===== src/rtl/bcond_eval.sv =====
module bcond_eval #(
  parameter int ADDR_W = 32,
  parameter logic [3:0] OPC = 4'hD
) (
  input  logic              clk,
  input  logic              rst_n,
  input  logic [15:0]       instr,
  input  logic [ADDR_W-1:0] addr,
  input  logic              flag_n,
  input  logic              flag_z,
  input  logic              flag_c,
  input  logic              flag_v,
  output logic              br_match,
  output logic              br_taken,
  output logic [ADDR_W-1:0] br_target,
  output logic [ADDR_W-1:0] br_next,
  output logic              undef_hit,
  output logic              trap_hit
);
  localparam int OFF_W = 8;
  localparam logic [ADDR_W-1:0] PF_STEP  = ADDR_W'(4);
  localparam logic [ADDR_W-1:0] SEQ_STEP = ADDR_W'(2);

  logic [3:0]        cond;
  logic              hit, nv_same, base, pass;
  logic [ADDR_W-1:0] disp, dest, seq;

  assign hit     = instr[15:12] == OPC;
  assign cond    = instr[11:8];
  assign nv_same = flag_n ~^ flag_v;

  always_comb begin
    case (cond[3:1])
      3'd0:    base = flag_z;
      3'd1:    base = flag_c;
      3'd2:    base = flag_n;
      3'd3:    base = flag_v;
      3'd4:    base = flag_c & ~flag_z;
      3'd5:    base = nv_same;
      3'd6:    base = ~flag_z & nv_same;
      default: base = 1'b0;
    endcase
  end

  assign pass = hit & (cond[3:1] != 3'd7) & (base ^ cond[0]);
  assign disp = {{(ADDR_W-OFF_W-1){instr[OFF_W-1]}}, instr[OFF_W-1:0], 1'b0};
  assign dest = addr + PF_STEP + disp;
  assign seq  = addr + SEQ_STEP;

  always_ff @(posedge clk or negedge rst_n) begin
    if (!rst_n) begin
      br_match  <= 1'b0;
      br_taken  <= 1'b0;
      br_target <= '0;
      br_next   <= '0;
      undef_hit <= 1'b0;
      trap_hit  <= 1'b0;
    end else begin
      br_match  <= hit;
      br_taken  <= pass;
      br_target <= dest;
      br_next   <= pass ? dest : seq;
      undef_hit <= hit & (cond == 4'hE);
      trap_hit  <= hit & (cond == 4'hF);
    end
  end
endmodule


===== config.mk =====
export PLATFORM = sky130hd
export DESIGN_NAME = bcond_eval
export DESIGN_NICKNAME = d
export VERILOG_FILES = /design/src/rtl/bcond_eval.sv
export SDC_FILE = /design/constraint.sdc
export NUM_CORES = 1
export LEC_CHECK = 0
export CORE_MARGIN = 2
export CORE_UTILIZATION = 36
export DETAILED_ROUTE_END_ITERATION = 10
export GPL_TIMING_DRIVEN = 0
export PLACE_DENSITY = 0.7
export SLEW_MARGIN = 20
export SYNTH_ARGS = -nofsm -noshare
export SYNTH_HDL_FRONTEND = slang
export SYNTH_SLANG_ARGS = --single-unit

===== constraint.sdc =====
create_clock -name clk -period 0.8 [get_ports clk]
set_input_delay 0.24 -clock clk [delete_from_list [all_inputs] [get_ports clk]]
set_output_delay 0.24 -clock clk [all_outputs]
set_load 0.005 [all_outputs]

==> results_dict.tcl <==
set metrics [dict create \
    synth_xor_area_share_pct 11.19 \
    async_flop_share_pct 100.0 \
    yosys_register_bits 67 \
    finalSetupViolations 129 \
    crit_top_cell "ha_4" \
    whs_ps -192.4 \
    cp-start-kind "input port" \
    cts_max_path_buffers 2 \
    dpl_cell_area_um2 6506 \
    power_leakage_nw 3.737 \
    synth_area_um2 4617 \
    drtPass1Iterations 5 \
    synth_top_family_by_area "adder cells" \
    muxShareOfSynthArea_pct 2.954 \
    final_cell_area_um2 8538 \
    area_delta_synth_final_pct 84.93 \
    synth_flop_cell "dfrtp_1" \
    io_pins 122 \
    synth_nets 590 \
    arrival_ps 2760 \
    drt.antenna.violating_nets 0 \
    grt_max_degree 45 \
    relSlewSlack_pct 52.10 \
    yosys.cell_types.count 53 \
    critPathMaxFanout 4 \
    maxSlewViolCount 0 \
    grt_overflow 0 \
    path_cells "buf_12 -> inv_12 -> ha_4 -> inv_2 -> ha_4 -> fa_2 -> a211oi_2 -> o21ai_2 -> buf_6 -> a31oi_4 -> o21ai_4 -> a21oi_4 -> a21boi_2 -> xor2_2 -> mux2_2" \
    final_core_util_pct 67.93 \
    synthSimpleGateAreaFrac_pct 14.23 \
    dieWidth_um 117.2 \
    vias_per_cell 5.578 \
    syn_inst 475 \
    routed_wl_mm 19.21 \
    final.min_clock_period_ps 2538 \
    die_y_um 117.2 \
    htree_num_levels 3 \
    hold_class "input port to async pin" \
    coreArea_um2 12570 \
    place_inst 769 \
    clk_pin_slew_ps 60 \
    cts_tree "yes" \
    cts.sinks 67 \
    diodes 0 \
    nets 830 \
    worstMarginPinSlew_ps 715.9 \
    ys_warn_count 0 \
    cp.buffers_inverters 4 \
    yosys.area_share.adder_pct 16.69 \
    clock-root-buffer "clkbuf_16" \
    syn_area_per_cell_um2 9.720 \
    n_fill_cell 828 \
    die-area_um2 13750 \
    violations "hold timing, setup timing" \
    hpwl_mm 10.11 \
    drv_cap 0 \
    max_freq_mhz 394.0 \
    grt_pass1_wl_mm 27.62 \
    ys_seq_area_share_pct 36.31 \
    antenna_found_initial 0 \
    drive_above_1_share_pct 57.44 \
    synth-edff-count 0 \
    grt.total_usage_pct 26.48 \
    cp.required_ps 1020 \
    timing.final.crit_share_pct 317.3 \
    vdd_drop_max_v 0.001093 \
    start_util_pct 36.73 \
    cts_buffers 9 \
    rsz0062_at_grt "true" \
    grt_pass1_vias 5210 \
    port_buffers 121 \
    synth_compound_area_share_pct 16.45 \
    end_kind "flip-flop" \
    status "complete, but fails checks" \
    critPathTopFamily "compound AO/OA/AOI/OAI gates" \
    fin_cells 891 \
    worst_slack_ps -1738 \
    drtIter0Drc 338 \
    place_congestion 0.9103 \
    worstSetupPathType "input port to flip-flop" \
    vias 4970 \
    hold_violations 23 \
    wl_per_cell_um 21.56 \
    rows 41 \
    drc_errors 0 \
    max_stage_delay_ps 390 \
    slowest_stage "fa_2" \
    powerDensity_nw_per_um2 1849 \
]
==> cells in the final DEF, fill, tap and decap left out, types with 5 or more instances in the layout <==
cell / n
a21o_1: 20
a21oi_1: 11
a21oi_2: 13
a21oi_4: 5
buf_12: 5
buf_16: 5
buf_2: 87
buf_4: 73
buf_6: 44
buf_8: 5
clkbuf_16: 9
clkdlybuf4s15_2: 9
dfrtp_1: 67
ha_1: 8
ha_4: 49
inv_1: 9
mux2_4: 6
nand2_1: 41
nand3_1: 18
nand4_1: 11
nor2_1: 21
o211ai_1: 5
o21ai_1: 19
o21ai_2: 8
xnor2_1: 14
xnor2_2: 9
xnor2_4: 5
xor2_1: 22
xor2_2: 6
==> cell families (layout without fill, tap and decap cells) <==
family                     after synthesis  after routing
DFF                                     67             67
xor gates and xnor gates                59             59
muxes                                   11             11
buffers and inverters                   24            268
AOI/OAI and AO/OA                      118            118
adders and majority gates               61             61
and+or+nand+nor                        135            135
==> stage by stage <==
stage	worst slack (ps)	TNS (ps)	total power, mW
2_1_floorplan	-1691	-67400	6.434
3_3_place_gp	-3417	-354980	8.510
3_5_place_dp	-2671	-143830	8.616
4_1_cts	-1743	-92640	14.77
5_1_grt	-1791	-101770	16.33
6_report	-1738	-96850	15.79
==> routing by layer <==
layer,track usage (%),up-vias,part of all wire [%]
met2,48.54,228,51
met1,31.67,2469,39
met5,0,-,0
met4,9.569,0,4.3
met3,3.347,77,5.6
li1,-,2196,-
==> final timing paths <==
path	startpoint	endpoint	slack, ps	cells after the start
min in group clk	addr[1]	br_next[1]	170	2
max in group asynchronous	rst_n	br_next[26]	420	2
hold / removal	rst_n	br_next[8]	-190	1
setup / recovery	addr[2]	br_next[26]	-1740	15
==> state kept, by name (all words and copies together), names as in the netlist <==
| name | count |
|---|---|
| br_match | 1 |
| br_next | 32 |
| br_taken | 1 |
| br_target | 31 |
| trap_hit | 1 |
| undef_hit | 1 |
==> power breakdown <==
group          switching (mW)  internal [mW]  leakage, nW
clock network            1.57           3.36        0.176
registers               0.155           3.94        0.790
logic                    3.23           3.53         2.77
total                    4.96           10.8         3.74
==> cells in the mapped netlist, types with 6 or more instances <==
master   instances  share of area, %
inv_1           13               1.1
xor2_1          31               5.9
nand4_1         11               1.5
nor2_1          22               1.8
a21o_1          20               3.3
o21ai_0         31               3.4
xnor2_1         28               5.3
ha_1            60                16
a21oi_1         27               2.9
nand2_1         49               4.0
nand3_1         18               2.0
nor2b_1          6              0.81
dfrtp_1         67                36
nor3_1           8              0.87
mux2_2           8               2.0
==> area by class of cell <==
| class | instances | area (um2) | share of cell area [%] |
|---|---|---|---|
| clock inverter | 6 | 137.6 | 1.612 |
| buffer | 8 | 91.34 | 1.070 |
| inverter | 13 | 68.82 | 0.8060 |
| multi-input combinational | 384 | 4217 | 49.38 |
| tap | 172 | 215.2 | 2.521 |
| sequential | 67 | 1677 | 19.64 |
| timing repair buffer | 232 | 1907 | 22.33 |
| clock buffer | 9 | 225.2 | 2.638 |
==> timing repair <==
action | 4_1_cts | 5_1_grt
pin swaps | 96 | 67
buffers inserted | 108 | 24
gates resized for setup | 638 | 65
hold endpoints to repair | 23 | 23
gates cloned | 5 | 0
setup endpoints to repair | 133 | 132
(Power assumes the default switching activity.)
